==> src/rtl/skid_pkg.sv <==
`timescale 1ns/1ps
package skid_pkg;

    // Selects the combinational transform applied to each taken item.
    typedef enum logic [0:0] {
        XF_INC = 1'b0,
        XF_ADD = 1'b1
    } xform_e;

endpackage

==> src/rtl/skid_xform.sv <==
`timescale 1ns/1ps
module skid_xform #(
    parameter int               DATA_W = 32,
    parameter int               OP_W   = 14,
    parameter skid_pkg::xform_e XFORM  = skid_pkg::XF_INC
) (
    input  logic [DATA_W-1:0] src,
    output logic [DATA_W-1:0] res
);
    localparam int SUM_W = OP_W + 1;

    generate
        if (XFORM == skid_pkg::XF_ADD) begin : g_add
            logic [OP_W-1:0]  opa;
            logic [OP_W-1:0]  opb;
            logic [SUM_W-1:0] sum;
            logic             unused_hi;

            always_comb begin
                opa       = src[OP_W-1:0];
                opb       = src[2*OP_W-1:OP_W];
                sum       = {1'b0, opa} + {1'b0, opb};
                res       = DATA_W'(sum);
                unused_hi = ^src[DATA_W-1:2*OP_W];
            end
        end else begin : g_inc
            always_comb begin
                res = src + DATA_W'(1);
            end
        end
    endgenerate

endmodule

==> src/rtl/skid_core.sv <==
`timescale 1ns/1ps
module skid_core #(
    parameter int DATA_W = 32
) (
    input  logic              clk,
    input  logic              rst,
    input  logic              up_vld,
    input  logic [DATA_W-1:0] up_dat,
    output logic              up_rdy,
    output logic              dn_vld,
    output logic [DATA_W-1:0] dn_dat,
    input  logic              dn_rdy
);
    typedef struct packed {
        logic              out_vld;
        logic [DATA_W-1:0] out_dat;
        logic              skd_vld;
        logic [DATA_W-1:0] skd_dat;
    } state_t;

    state_t st_d;
    state_t st_q;
    logic   take_d;
    logic   out_free_d;

    always_comb begin
        st_d       = st_q;
        take_d     = up_vld & ~st_q.skd_vld;
        out_free_d = ~st_q.out_vld | dn_rdy;

        if (out_free_d) begin
            if (st_q.skd_vld) begin
                // Drain the spare entry first to keep order.
                st_d.out_vld = 1'b1;
                st_d.out_dat = st_q.skd_dat;
                st_d.skd_vld = 1'b0;
            end else begin
                st_d.out_vld = take_d;
                if (take_d) begin
                    st_d.out_dat = up_dat;
                end
            end
        end else if (take_d) begin
            // Output is stalled: park the item in the spare register.
            st_d.skd_vld = 1'b1;
            st_d.skd_dat = up_dat;
        end
    end

    always_ff @(posedge clk) begin
        if (rst) begin
            st_q <= '0;
        end else begin
            st_q <= st_d;
        end
    end

    assign up_rdy = ~st_q.skd_vld;
    assign dn_vld = st_q.out_vld;
    assign dn_dat = st_q.out_dat;

endmodule

==> src/rtl/skid_stage.sv <==
`timescale 1ns/1ps
module skid_stage #(
    parameter int               DATA_W = 32,
    parameter int               OP_W   = 14,
    parameter skid_pkg::xform_e XFORM  = skid_pkg::XF_INC
) (
    input  logic              clk,
    input  logic              rst,
    input  logic              in_vld,
    input  logic [DATA_W-1:0] in_dat,
    output logic              in_rdy,
    output logic              out_vld,
    output logic [DATA_W-1:0] out_dat,
    input  logic              out_rdy
);
    logic [DATA_W-1:0] xf_dat;

    skid_xform #(
        .DATA_W (DATA_W),
        .OP_W   (OP_W),
        .XFORM  (XFORM)
    ) u_xform (
        .src (in_dat),
        .res (xf_dat)
    );

    skid_core #(
        .DATA_W (DATA_W)
    ) u_core (
        .clk    (clk),
        .rst    (rst),
        .up_vld (in_vld),
        .up_dat (xf_dat),
        .up_rdy (in_rdy),
        .dn_vld (out_vld),
        .dn_dat (out_dat),
        .dn_rdy (out_rdy)
    );

endmodule

==> config.mk <==
export PLATFORM = sky130hd
export DESIGN_NAME = skid_stage
export DESIGN_NICKNAME = d
export VERILOG_FILES = /design/src/rtl/skid_pkg.sv /design/src/rtl/skid_xform.sv /design/src/rtl/skid_core.sv /design/src/rtl/skid_stage.sv
export SDC_FILE = /design/constraint.sdc
export NUM_CORES = 1
export LEC_CHECK = 0
export ABC_AREA = 1
export ABC_CLOCK_PERIOD_IN_PS = 2000
export BUFFER_PORTS_ARGS = -buffer_cell sky130_fd_sc_hd__buf_2
export CAP_MARGIN = 25
export CORE_AREA = 5 5 104 106
export DETAILED_ROUTE_END_ITERATION = 8
export DIE_AREA = 0 0 109 111
export HOLD_SLACK_MARGIN = 0.12
export MAX_ROUTING_LAYER = met4
export PLACE_DENSITY = 0.64
export SYNTH_ARGS = -nofsm -noshare
export SYNTH_HDL_FRONTEND = slang
export SYNTH_SLANG_ARGS = --single-unit
==> constraint.sdc <==
create_clock -name clk -period 2 [get_ports clk]
set_clock_uncertainty 0.1 [all_clocks]
set_input_delay 0.1 -clock clk [delete_from_list [all_inputs] [get_ports clk]]
set_output_delay 0.1 -clock clk [all_outputs]
set_load 0.05 [all_outputs]
======== After elaboration in Yosys (flattened, before gate mapping) ========
Cells that the tools add are included.
storage, ports and cells
  register bits after elaboration ......... 66
  output and inout bits ................... 34
  bits of input ports ..................... 36
operators by class
  mux-type cells .......................... 2
  reduce and logical (&&, ||, !) cells .... 4
  add/sub/neg operators ................... 1
  bitwise gates (word level) .............. 5
operators with widths
  cell                   number
  $mux 33                1
  $add 32x1->32 const B  1
  $mux 32                1
  $reduce_and 2->1       2
  $not 1->1              3
  $reduce_bool 2->1      1
  $reduce_or 2->1        1
  $and 1x1->1            1
  $or 1x1->1             1

======== Depth between registers and ports, before layout ========
Gate-level depths: netlist (run 1).
  depth after elaboration ................. 4
  depth in mapped cells ................... 10
  mapped depth without buffers ............ 10

======== Modules after synthesis ========
Synthesis (run 1) repeated with hierarchy kept, for this count alone.
unflattened totals
  cells, all modules ...................... 718
  area, all modules ....................... 4301.6 um^2
by module, submodules not included
  module      cells an instance  sequential area each (um^2)  area an instance (um^2)  instances
  skid_core   526                1321.3                       3357.0                   1
  skid_xform  192                0.0                          944.7                    1

======== Least setup slack after synthesis (run 1) ========
No wires, ideal clock.
  path type ............................... register to register
  from .................................... register u_core.st_q (netlist bit u_core.dn_vld)
  to ...................................... register u_core.st_q[13] (netlist bit)
  arrival ................................. 1.592 ns
  library setup time ...................... 0.057 ns
  path slack .............................. 0.251 ns
  cell stages (with the launch flop) ...... 11
  required time ........................... 1.843 ns
  buffers on the path ..................... 2
  cells stage by stage .................... dfxtp_1 inv_1 nor2_2 nand3_1 buf_4 inv_4 buf_6 nor2_1 nor2_1 o21ai_0 inv_1
on the way
  word-level cells in the longest chain between the ends .. 4
RTL lines
  item                               RTL line         RTL
  start, declared                    skid_core.sv:22  state_t st_q;
  start signal, assigned             skid_core.sv:54  st_q <= st_d;
  $not 1->1                          skid_core.sv:29  out_free_d = ~st_q.out_vld | dn_rdy;
  $or 1x1->1                         skid_core.sv:29
  $not 1->1 (no source line)         --
  $reduce_and 2->1 (no source line)  --
No other way between the ends.
A chain may end at the register's enable or synchronous reset.

======== Final worst setup path (run 1) ========
  from .................................... input in_dat[0]
  to ...................................... register u_core.st_q[30] (netlist bit)
on the way
  word-level cells in the longest chain between the ends .. 1
RTL lines
  item             RTL line          RTL
  start, declared  skid_stage.sv:10  input logic [DATA_W-1:0] in_dat,
  $add 32x1->32    skid_xform.sv:28  res = src + DATA_W'(1);
No other way between the ends.

==> out/qor.txt, run 1 <==
Worst Path Arrival: 1900 ps
Final ANT Viol Nets: 0
Finished Core Util: 47.22%
hold crit path type: in2reg
CTS H-tree depth: 3
Die Footprint: 0.01210 sq mm
met3 GRT Util: 3.262%
Netlist cell types: 29
final std cells w/o fill: 776
syn_area_per_cell: 6.687 sq um
WP data required: 2140 ps
die height: 111 um
Placement Cell Area: 0.004025 sq mm
hpwl dp: 7.554 mm
Site Rows: 36
layout cell share with drive strength beyond 1: 18.82%
vias in the first global route: 3740
# setup viols final: 0
Final Critical Period: 1757 ps
DR vias: 3644
initial antenna violation count: 0
area grow syn2layout: 19.56%
CTS tree: built
TNS Setup: 0 ps
post_cts resized: 0
Post-CTS Setup Bufs: 0
Starting Density: 39.50%
Worst-Skew Late Latency: 350 ps
relative slew slack: 59.62%
cell count after placement: 725
clock slew at reported path FFs: 70 ps
Max clock buf depth: 2
leakage power: 2.335 nW
Global Route met1 Usage: 24.76%
synthesized cell area: 0.003825 sq mm
YS warnings: 0
met2 Use GR: 30.79%
CORE AREA: 0.009684 sq mm
kind of launch point of the worst setup path: input pin
WL final: 10.84 mm
Inserted Clock Buffers: 9
initial drt markers: 170
CTS Root Cell: clkbuf_8
Nets: 675
final period utilization: 87.87%
most frequent cells in the layout: nand2_1, nor2_1, buf_2, dfxtp_1, a21oi_1
status: complete, no violations
pwr/cell area: 720.7 mW/mm^2
RSZ-0062 raised after global routing: no
Crit. End Element: register
DRC: 0
total track usage: 19.34%
cts hold-fix bufs: 35
pin count of the biggest net entering global routing: 38
Cells after Synth: 572
Yosys top cell area share: 34.54%
antenna cell count: 0
number of I/O pins: 70
first-pass GRT wire length: 18.11 mm
Crit Path Max Fanout: 5
CTS Sinks: 66
Final Hold Fails: 0
grt total ovfl: 0
Max-cap violations: 0
post-layout instance area: 0.004573 sq mm
Worst Setup Path Type: in2reg
Fmax: 0.5690 GHz
Final Max Slew Viols: 0
Top Usage Layer GRT: met2
die width: 109 um
Net Count, Synth: 609
DRT Pass-1 Iters: 4
Avg WL per Cell: 13.96 um
PortBufs: 69
RD Place Congestion: 0.8688
Slew @ Worst Pin: 604.8 ps
most common cell after layout, fill and taps aside: nand2_1
Max VDD drop: 0.2557 mV
leading area contributor after synthesis: dfxtp_1
FF+latch count, synth: 66
Via density: 4.696
dominant cells by area after synthesis: dfxtp_1, nand2_1, a21oi_1
sequential-to-total area share from yosys stat: 34.54%
[state kept, by name, indices dropped and copies added (netlist names)]
| register | flops |
|---|---|
| u_core.dn_vld | 1 |
| u_core.st_q | 33 |
| u_core.dn_dat | 32 |
[per-stage QoR]
| step | hold slack [ps] | setup WS (ps) | power (W) |
|---|---|---|---|
| 2_1_floorplan | 96.93 | 250.6 | 0.002008 |
| 3_3_place_gp | 242.2 | 468.0 | 0.002120 |
| 3_5_place_dp | 251.6 | 412.5 | 0.002125 |
| 4_1_cts | 170.6 | 253.8 | 0.003326 |
| 5_1_grt | 196.3 | 99.67 | 0.003462 |
| 6_report | 179.7 | 242.5 | 0.003296 |
[power by group]
| group | total, W | internal [W] | switching [W] | leakage [nW] |
|---|---|---|---|---|
| logic | 0.000712 | 0.000218 | 0.000493 | 1.69 |
| clock network | 0.00115 | 0.000644 | 0.000503 | 0.101 |
| registers | 0.00144 | 0.00140 | 0.0000380 | 0.543 |
| total | 0.00330 | 0.00226 | 0.00103 | 2.33 |
[kinds of logic (layout without fill, tap and decap cells)]
kind of cell	count (synthesis)	count (layout)	share of synthesized area, %
flip-flops	66	66	34.54
adder cells (fa/ha/maj)	1	1	0.3271
XOR/XNOR	15	15	3.631
buffers and inverters	113	184	15.34
AND/OR/NAND/NOR	247	247	28.69
AO/OA/AOI/OAI	130	130	17.47
[worst paths after layout]
| kind | slack [ps] | endpoint | depth (start not counted) | start |
|---|---|---|---|---|
| worst min-delay path | 180 | u_core.st_q[2]$_SDFFE_PP0P_ | 3 | rst |
| worst min register to register | 370 | u_core.st_q[1]$_SDFFE_PP0P_ | 2 | u_core.st_q[1]$_SDFFE_PP0P_ |
| worst max register to register | 400 | u_core.st_q[23]$_SDFFE_PP0P_ | 7 | u_core.dn_vld$_SDFFE_PP0P_ |
| worst max-delay path | 240 | u_core.st_q[30]$_SDFFE_PP0P_ | 12 | in_dat[0] |
[per-layer routing]
layer,vias to the layer above,wire (um)
li1,1913,-
met1,1623,5037
met2,97,5112
met3,11,541
met4,0,145
met5,-,0
[final cells by class]
type	count	area, sq um
Fill cell	1003	5111
Multi-Input combinational cell	393	1917
Sequential cell	66	1321
Timing Repair Buffer	112	755.7
Inverter	56	215.2
Tap cell	133	166.4
Clock buffer	14	162.7
Clock inverter	2	35.03
[synthesized netlist by cell type]
master / n
nand2_1: 119
nor2_1: 82
dfxtp_1: 66
a21oi_1: 63
inv_1: 52
o21ai_0: 49
buf_4: 33
nand3_1: 15
o21ai_1: 12
clkbuf_1: 11
xor2_1: 10
buf_2: 9
nor2_4: 9
nand2_2: 7
nor2_2: 6
nand3b_1: 5
xnor2_1: 4
a21o_1: 3
buf_6: 3
a31oi_1: 2
inv_2: 2
inv_4: 2
nand2_4: 2
a211oi_2: 1
buf_1: 1
ha_1: 1
nor2_8: 1
nor3_1: 1
xor2_2: 1
[critical path, stage by stage]
cell and delay (ps):
dlygate4sd3_1 520, buf_2 140, ha_1 210, nand2_2 90
nor2_4 150, nand2_2 100, nor2_4 180, nand2_1 70
nand2_1 50, nand2_1 80, o21ai_1 140, inv_1 50
No activity file was read; power rests on OpenSTA's default activity.
==> run 2, diff against run 1 <==
CORE_AREA = 5 5 110 112   (was 5 5 104 106)
DIE_AREA = 0 0 115 117   (was 0 0 109 111)
PLACE_DENSITY = 0.63   (was 0.64)
SYNTH_HIERARCHICAL = 1   (was not set)
==> run 2 against run 1 <==
  * Setup slack worse by 62 ps
  * Clock-buffer cell count is 2 lower
  * Register-to-register slack better by 40 ps
  * Sequential power hardly changed
  * Via count is 11% higher
  * Routed wire length is 3.2% lower
  * Design area is 9.0% higher
  * Final cell count is 17% higher
  * Maximum frequency is 3.4% lower
  * Non-clock buffer count is 20 lower
  * Utilization is 2.4 points lower
  * Synthesized area is 12% higher
==> out/qor.txt, run 2 <==
die width: 115 um (+5.5%)
relative slew slack: 74.95% (+15 points)
first-pass GRT wire length: 17.68 mm (-2.4%)
leakage power: 2.420 nW (+3.7%)
hpwl dp: 7.589 mm (+0.46%)
area grow syn2layout: 15.91%
Slew @ Worst Pin: 371.9 ps (-232.9 ps)
initial drt markers: 221 (+30%)
CTS H-tree depth: 3 (unchanged)
status: complete, no violations
fill cell count: 1211 (+21%)
Site Rows: 39 (+8.3%)
number of I/O pins: 70 (unchanged)
most frequent cells after synthesis: nand2_1, nor2_1, dfxtp_1
cell family with most CP delay: simple AND/OR/NAND/NOR gates
CTS Sinks: 66 (unchanged)
Worst-Skew Late Latency: 320 ps (-30 ps)
pin count of the biggest net entering global routing: 49 (+29%)
DR vias: 4033 (+11%)
grt total ovfl: 0 (unchanged)
Worst Path Arrival: 1970 ps (+70 ps)
Final Critical Period: 1819 ps (+62.00 ps)
leading area contributor after synthesis: dfxtp_1
Crit. End Element: register
slowest CP cell: dlygate4sd3_1
Inserted Clock Buffers: 9 (unchanged)
Max clock buf depth: 2 (unchanged)
FF+latch count, synth: 66 (unchanged)
Crit Path Max Fanout: 7 (+2)
PortBufs: 69 (unchanged)
pwr/cell area: 790.7 mW/mm^2 (+9.7%)
Max stage delay on crit path: 520 ps (about the same)
Fmax: 0.5496 GHz (-3.4%)
# setup viols final: 0 (unchanged)
antenna cell count: 0 (unchanged)
syn_area_per_cell: 5.991 sq um (-10%)
Max-cap violations: 0 (unchanged)
Post-synth ARST share: 0% (unchanged)
layout cell share with drive strength beyond 1: 16.47% (-2.3 points)
most common cell after layout, fill and taps aside: nand2_1
CTS Root Cell: clkbuf_16
Net Count, Synth: 755 (+24%)
vias in the first global route: 3679 (-1.6%)
Starting Density: 38.66% (-0.83 points)
DRT Pass-1 Iters: 4 (unchanged)
most frequent cell after synthesis: nand2_1
RD Place Congestion: 0.8678 (-0.12%)
clock slew at reported path FFs: 50 ps (-20 ps)
number of flip-flops in the largest register: 33 (unchanged)
most frequent cells in the layout: nand2_1, nor2_1, buf_2, dfxtp_1, inv_1
final period utilization: 90.97% (+3.1 points)
CTS tree: built
Max VDD drop: 0.3729 mV (+46%)
WL final: 10.49 mm (-3.2%)
Cells after Synth: 718 (+26%)
sequential-to-total area share from yosys stat: 30.72% (-3.8 points)
Overall Power: 0.003943 W (+20%)
Final Max Slew Viols: 0 (unchanged)
dominant cells by area after synthesis: dfxtp_1, nand2_1, nor2_1
YS warnings: 6 (+6)
post-layout instance area: 0.004986 sq mm (+9.0%)
TNS Setup: 0 ps (unchanged)
Yosys top cell area share: 30.72% (-3.8 points)
DRC: 0 (unchanged)
cell count after placement: 879 (+21%)
Final Hold Fails: 0 (unchanged)
Via density: 4.442 (-5.4%)
Post-synth top flop: dfxtp_1
Avg WL per Cell: 11.55 um (-17%)
initial antenna violation count: 0 (unchanged)
Largest Register: u_core/st_q
kind of launch point of the worst setup path: input pin
Placement Cell Area: 0.004516 sq mm (+12%)
Nets: 797 (+18%)
final std cells w/o fill: 908 (+17%)
total track usage: 16.98% (-2.4 points)
synthesized cell area: 0.004302 sq mm (+12%)
Netlist cell types: 24 (-17%)
Final ANT Viol Nets: 0 (unchanged)
Post-synth EDFFs: 0 (unchanged)
RSZ-0062 raised after global routing: no
Die Footprint: 0.01346 sq mm (+11%)
WP buf/inv: 3 (unchanged)
hold crit path type: in2reg
Worst Setup Path Type: in2reg
die height: 117 um (+5.4%)
WP data required: 2150 ps (about the same)
CORE AREA: 0.01113 sq mm (+15%)
worst-path cell chain: dlygate4sd3_1 -> buf_2 -> nand2_1 -> nor2_1 -> nand2_1 -> nor2_8 -> nand3b_1 -> nand2_1 -> clkinv_1 -> o21ai_0 -> nor2_1 -> nor2_1
==> run 2: changes by cell type after synthesis, sizes merged, moves of 2 or more <==
cell / change
nand3b: +3
a21oi: -63
o21ai: -28
nor2: +78
a31oi: -2
nand2: +103
buf: +10
a21o: -3
clkinv: +30
clkbuf: -6
nand3: +24
inv: +2
==> run 2: area by class of cell <==
type                    count  area [sq um]  area share, %
flip-flops and latches     66          1323          26.52
multi-input cells         503          2242          44.97
well taps                 143         178.9          3.588
repair buffers             92         588.1          11.79
inverters                  88         332.8          6.675
clock inverters             4         75.07          1.506
clock buffers              12         246.5          4.944
==> run 2: worst paths after layout <==
check,from,endpoint,slack [ps],depth (start not counted)
setup / recovery,in_dat[9],u_core/dn_dat[23]$_SDFFE_PP0P_,180,12
hold / removal,in_dat[30],u_core/st_q[30]$_SDFFE_PP0P_,140,7
setup reg to reg,u_core/st_q[32]$_SDFFE_PP0P_,u_core/dn_vld$_SDFFE_PP0P_,440,5
hold reg to reg,u_core/st_q[18]$_SDFFE_PP0P_,u_core/st_q[18]$_SDFFE_PP0P_,380,2
==> run 2: through the flow <==
stage	util, %	worst slack, ps	hold slack [ps]
5_1_grt	44.82	7.038	178.5
3_3_place_gp	40.59	363.0	261.1
2_1_floorplan	-	441.1	115.5
4_1_cts	44.65	156.3	125.6
6_report	44.82	180.5	137.8
3_5_place_dp	40.59	369.4	268.7
==> run 2: per-layer routing <==
metal | vias up | track usage, % | part of all wire [%]
li1 | 2192 | - | -
met1 | 1751 | 23.01 | 50
met2 | 80 | 25.73 | 44
met3 | 10 | 3.445 | 4.5
met4 | 0 | 4.851 | 1.6
met5 | - | - | 0
==> run 2: cells by family after synthesis <==
kind of cell               after synthesis  synth area share, %
AOI/OAI and AO/OA                       33                3.839
xor gates and xnor gates                15                3.229
adders and majority gates                1               0.2908
buffers and inverters                  149                17.66
DFF                                     66                30.72
and+or+nand+nor                        454                44.27
==> run 2: worst min-delay path, stage by stage <==
cell and delay (ps):
buf_2 120, nand2_1 60, nand2_1 40, clkinv_1 40, nand3_1 70, nand2_1 50, nor2_1 30
==> run 2: where the power goes <==
group          switching (W)  total [W]  internal (W)
registers          0.0000459    0.00145       0.00141
clock network       0.000565    0.00169       0.00113
logic               0.000560   0.000799      0.000239
total                0.00117    0.00394       0.00277
==> run 2: repair_timing <==
item / in CTS / in global routing
setup buffers: 0 / 0
hold buffers: 13 / 0
gates resized for setup: 0 / 9
hold endpoints to repair: 27 / 0
setup endpoints to repair: 0 / 11
==> run 3, diff against run 2 <==
CTS_BUF_LIST = sky130_fd_sc_hd__clkbuf_4 sky130_fd_sc_hd__clkbuf_8 sky130_fd_sc_hd__clkbuf_16   (was not set)
==> run 3 against run 2 <==
  * Power grew 0.72%
  * Highest routed layer unchanged
  * Setup slack gained 1.2 ps
  * Critical path depth is the same
  * Clock power is essentially flat
  * Combinational power is essentially flat
  * Register-to-register slack is essentially flat
  * Via count grew 0.57%
  * Die area is the same
  * Design area grew 0.15%
==> out/qor.txt, run 3 (synthesis results as in run 2) <==
WP data required: 2150 ps (about the same)
vias in the first global route: 3680 (+0.027%)
min-delay src: in_dat[30]
relative slew slack: 74.64% (-0.30 points)
Die Footprint: 0.01346 sq mm (unchanged)
Final Max Slew Viols: 0 (unchanged)
worst-path cell chain: dlygate4sd3_1 -> buf_2 -> nand2_1 -> nor2_1 -> nand2_1 -> nor2_8 -> nand3b_1 -> nand2_1 -> clkinv_1 -> o21ai_0 -> nor2_1 -> nor2_1
FF-to-FF Start: u_core/st_q[32]$_SDFFE_PP0P_
CTS Root Cell: clkbuf_16
WL final: 10.49 mm (unchanged)
number of I/O pins: 70 (unchanged)
Worst Setup Path Type: in2reg
Reg power frac: 36.6% (-0.2 points)
PortBufs: 69 (unchanged)
power share of the combinational group: 20.1% (-0.2 points)
kind of launch point of the worst setup path: input pin
initial antenna violation count: 0 (unchanged)
Fmax: 0.5500 GHz (about the same)
layout cell share with drive strength beyond 1: 16.73% (+0.26 points)
initial drt markers: 201 (-9.0%)
Reg2Reg Setup Slack: 440 ps (about the same)
TNS Setup: 0 ps (unchanged)
total track usage: 16.99% (about the same)
Avg WL per Cell: 11.55 um (unchanged)
pwr/cell area: 795.2 mW/mm^2 (+0.57%)
Via density: 4.467 (+0.57%)
hpwl dp: 7.589 mm (unchanged)
status: complete, no violations
post-layout instance area: 0.004994 sq mm (+0.15%)
clock share of power: 43.3% (+0.4 points)
total internal power: 0.002798 W (+0.98%)
Crit Path Max Fanout: 7 (unchanged)
# setup viols final: 0 (unchanged)
cell count after placement: 879 (unchanged)
Worst-Skew Late Latency: 330 ps (about the same)
die height: 117 um (unchanged)
Largest Register: u_core/st_q
Max-cap violations: 0 (unchanged)
number of flip-flops in the largest register: 33 (unchanged)
leakage power: 2.427 nW (+0.28%)
Site Rows: 39 (unchanged)
final std cells w/o fill: 908 (unchanged)
Worst Hold Depth: 7 (unchanged)
worst r2r dst: u_core/dn_vld$_SDFFE_PP0P_
Slew @ Worst Pin: 380.4 ps (+8.496 ps)
Worst Path Arrival: 1970 ps (about the same)
DRT Pass-1 Iters: 5 (+1)
most frequent cells in the layout: nand2_1, nor2_1, buf_2, dfxtp_1, inv_1
DRC: 0 (unchanged)
hold crit path type: in2reg
RSZ-0062 raised after global routing: no
DR vias: 4056 (+0.57%)
Final ANT Viol Nets: 0 (unchanged)
CTS H-tree depth: 3 (unchanged)
Overall Power: 0.003971 W (+0.72%)
clock slew at reported path FFs: 50 ps (about the same)
Final Critical Period: 1818 ps (-1.181 ps)
CTS tree: built
Max clock buf depth: 2 (unchanged)
sw frac: 29.53% (-0.18 points)
die width: 115 um (unchanged)
first-pass GRT wire length: 17.70 mm (about the same)
net switching power: 0.001173 W (+0.10%)
hold endpoint: u_core/st_q[30]$_SDFFE_PP0P_
CTS Sinks: 66 (unchanged)
Finished Core Util: 44.88% (+0.067 points)
Post-CTS Setup Bufs: 0 (unchanged)
final period utilization: 90.91% (about the same)
slowest CP cell: dlygate4sd3_1
Crit. End Element: register
area grow syn2layout: 16.08%
Placement Cell Area: 0.004516 sq mm (unchanged)
Starting Density: 38.66% (unchanged)
Max stage delay on crit path: 520 ps (about the same)
CORE AREA: 0.01113 sq mm (unchanged)
antenna cell count: 0 (unchanged)
most common cell after layout, fill and taps aside: nand2_1
Nets: 797 (unchanged)
pin count of the biggest net entering global routing: 49 (unchanged)
Inserted Clock Buffers: 9 (unchanged)
Max VDD drop: 0.3728 mV (about the same)
RD Place Congestion: 0.8678 (unchanged)
Final Hold Fails: 0 (unchanged)
grt total ovfl: 0 (unchanged)
cells on worst reg2reg path: 5 (unchanged)
==> run 3: power by group through the flow <==
stage	combinational (W)	clock (W)	sequential (W)
6_report	0.000799	0.00172	0.00145
5_1_grt	0.000888	0.00183	0.00146
4_1_cts	0.000801	0.00176	0.00145
3_5_place_dp	0.000776	0	0.00148
3_3_place_gp	0.000777	0	0.00148
2_1_floorplan	0.000658	0	0.00147
==> run 3: area by class of cell <==
type	instances	area (sq um)
fill	1213	6132
sequential	66	1323
clock buffer	12	254.0
inverter	88	332.8
timing repair buffer	92	588.1
clock inverter	4	75.07
tap	143	178.9
multi-input combinational	503	2242
==> run 3: layer usage <==
metal,share of wire [%],track usage (%),up-vias
li1,-,-,2192
met1,50,23.04,1744
met2,43,25.73,108
met3,5.2,3.445,12
met4,1.8,4.851,0
met5,0,-,-
==> run 3: worst max-delay path by stage <==
stage	endpoint	slack, ps	from
finish	u_core/dn_dat[23]$_SDFFE_PP0P_	180	in_dat[9]
global route	u_core/st_q[16]$_SDFFE_PP0P_	7	in_dat[0]
CTS	u_core/dn_dat[16]$_SDFFE_PP0P_	160	in_dat[0]
detailed placement	u_core/dn_dat[10]$_SDFFE_PP0P_	370	in_dat[1]
global placement	u_core/dn_dat[10]$_SDFFE_PP0P_	360	in_dat[1]
floorplan	u_core/dn_dat[25]$_SDFFE_PP0P_	440	u_core/dn_vld$_SDFFE_PP0P_
==> run 3: worst max-delay path, delay by kind of cell <==
kind	cells	cell delay (ps)
compound gates	1	160
buf+inv	3	750
simple gates	8	960
==> run 3: timing repair <==
item                                    CTS  global route
hold buffers                             13             0
endpoints found under the setup margin    0            11
endpoints found under the hold margin    27             0
resized for setup                         0             9
==> run 3: per-stage QoR <==
| step | hold WS (ps) | setup WS, ps |
|---|---|---|
| after floorplan | 115.5 | 441.1 |
| after global placement | 261.1 | 363.0 |
| after detailed placement | 268.7 | 369.4 |
| after CTS | 125.6 | 156.3 |
| after global routing | 178.5 | 6.994 |
| final | 137.1 | 181.7 |
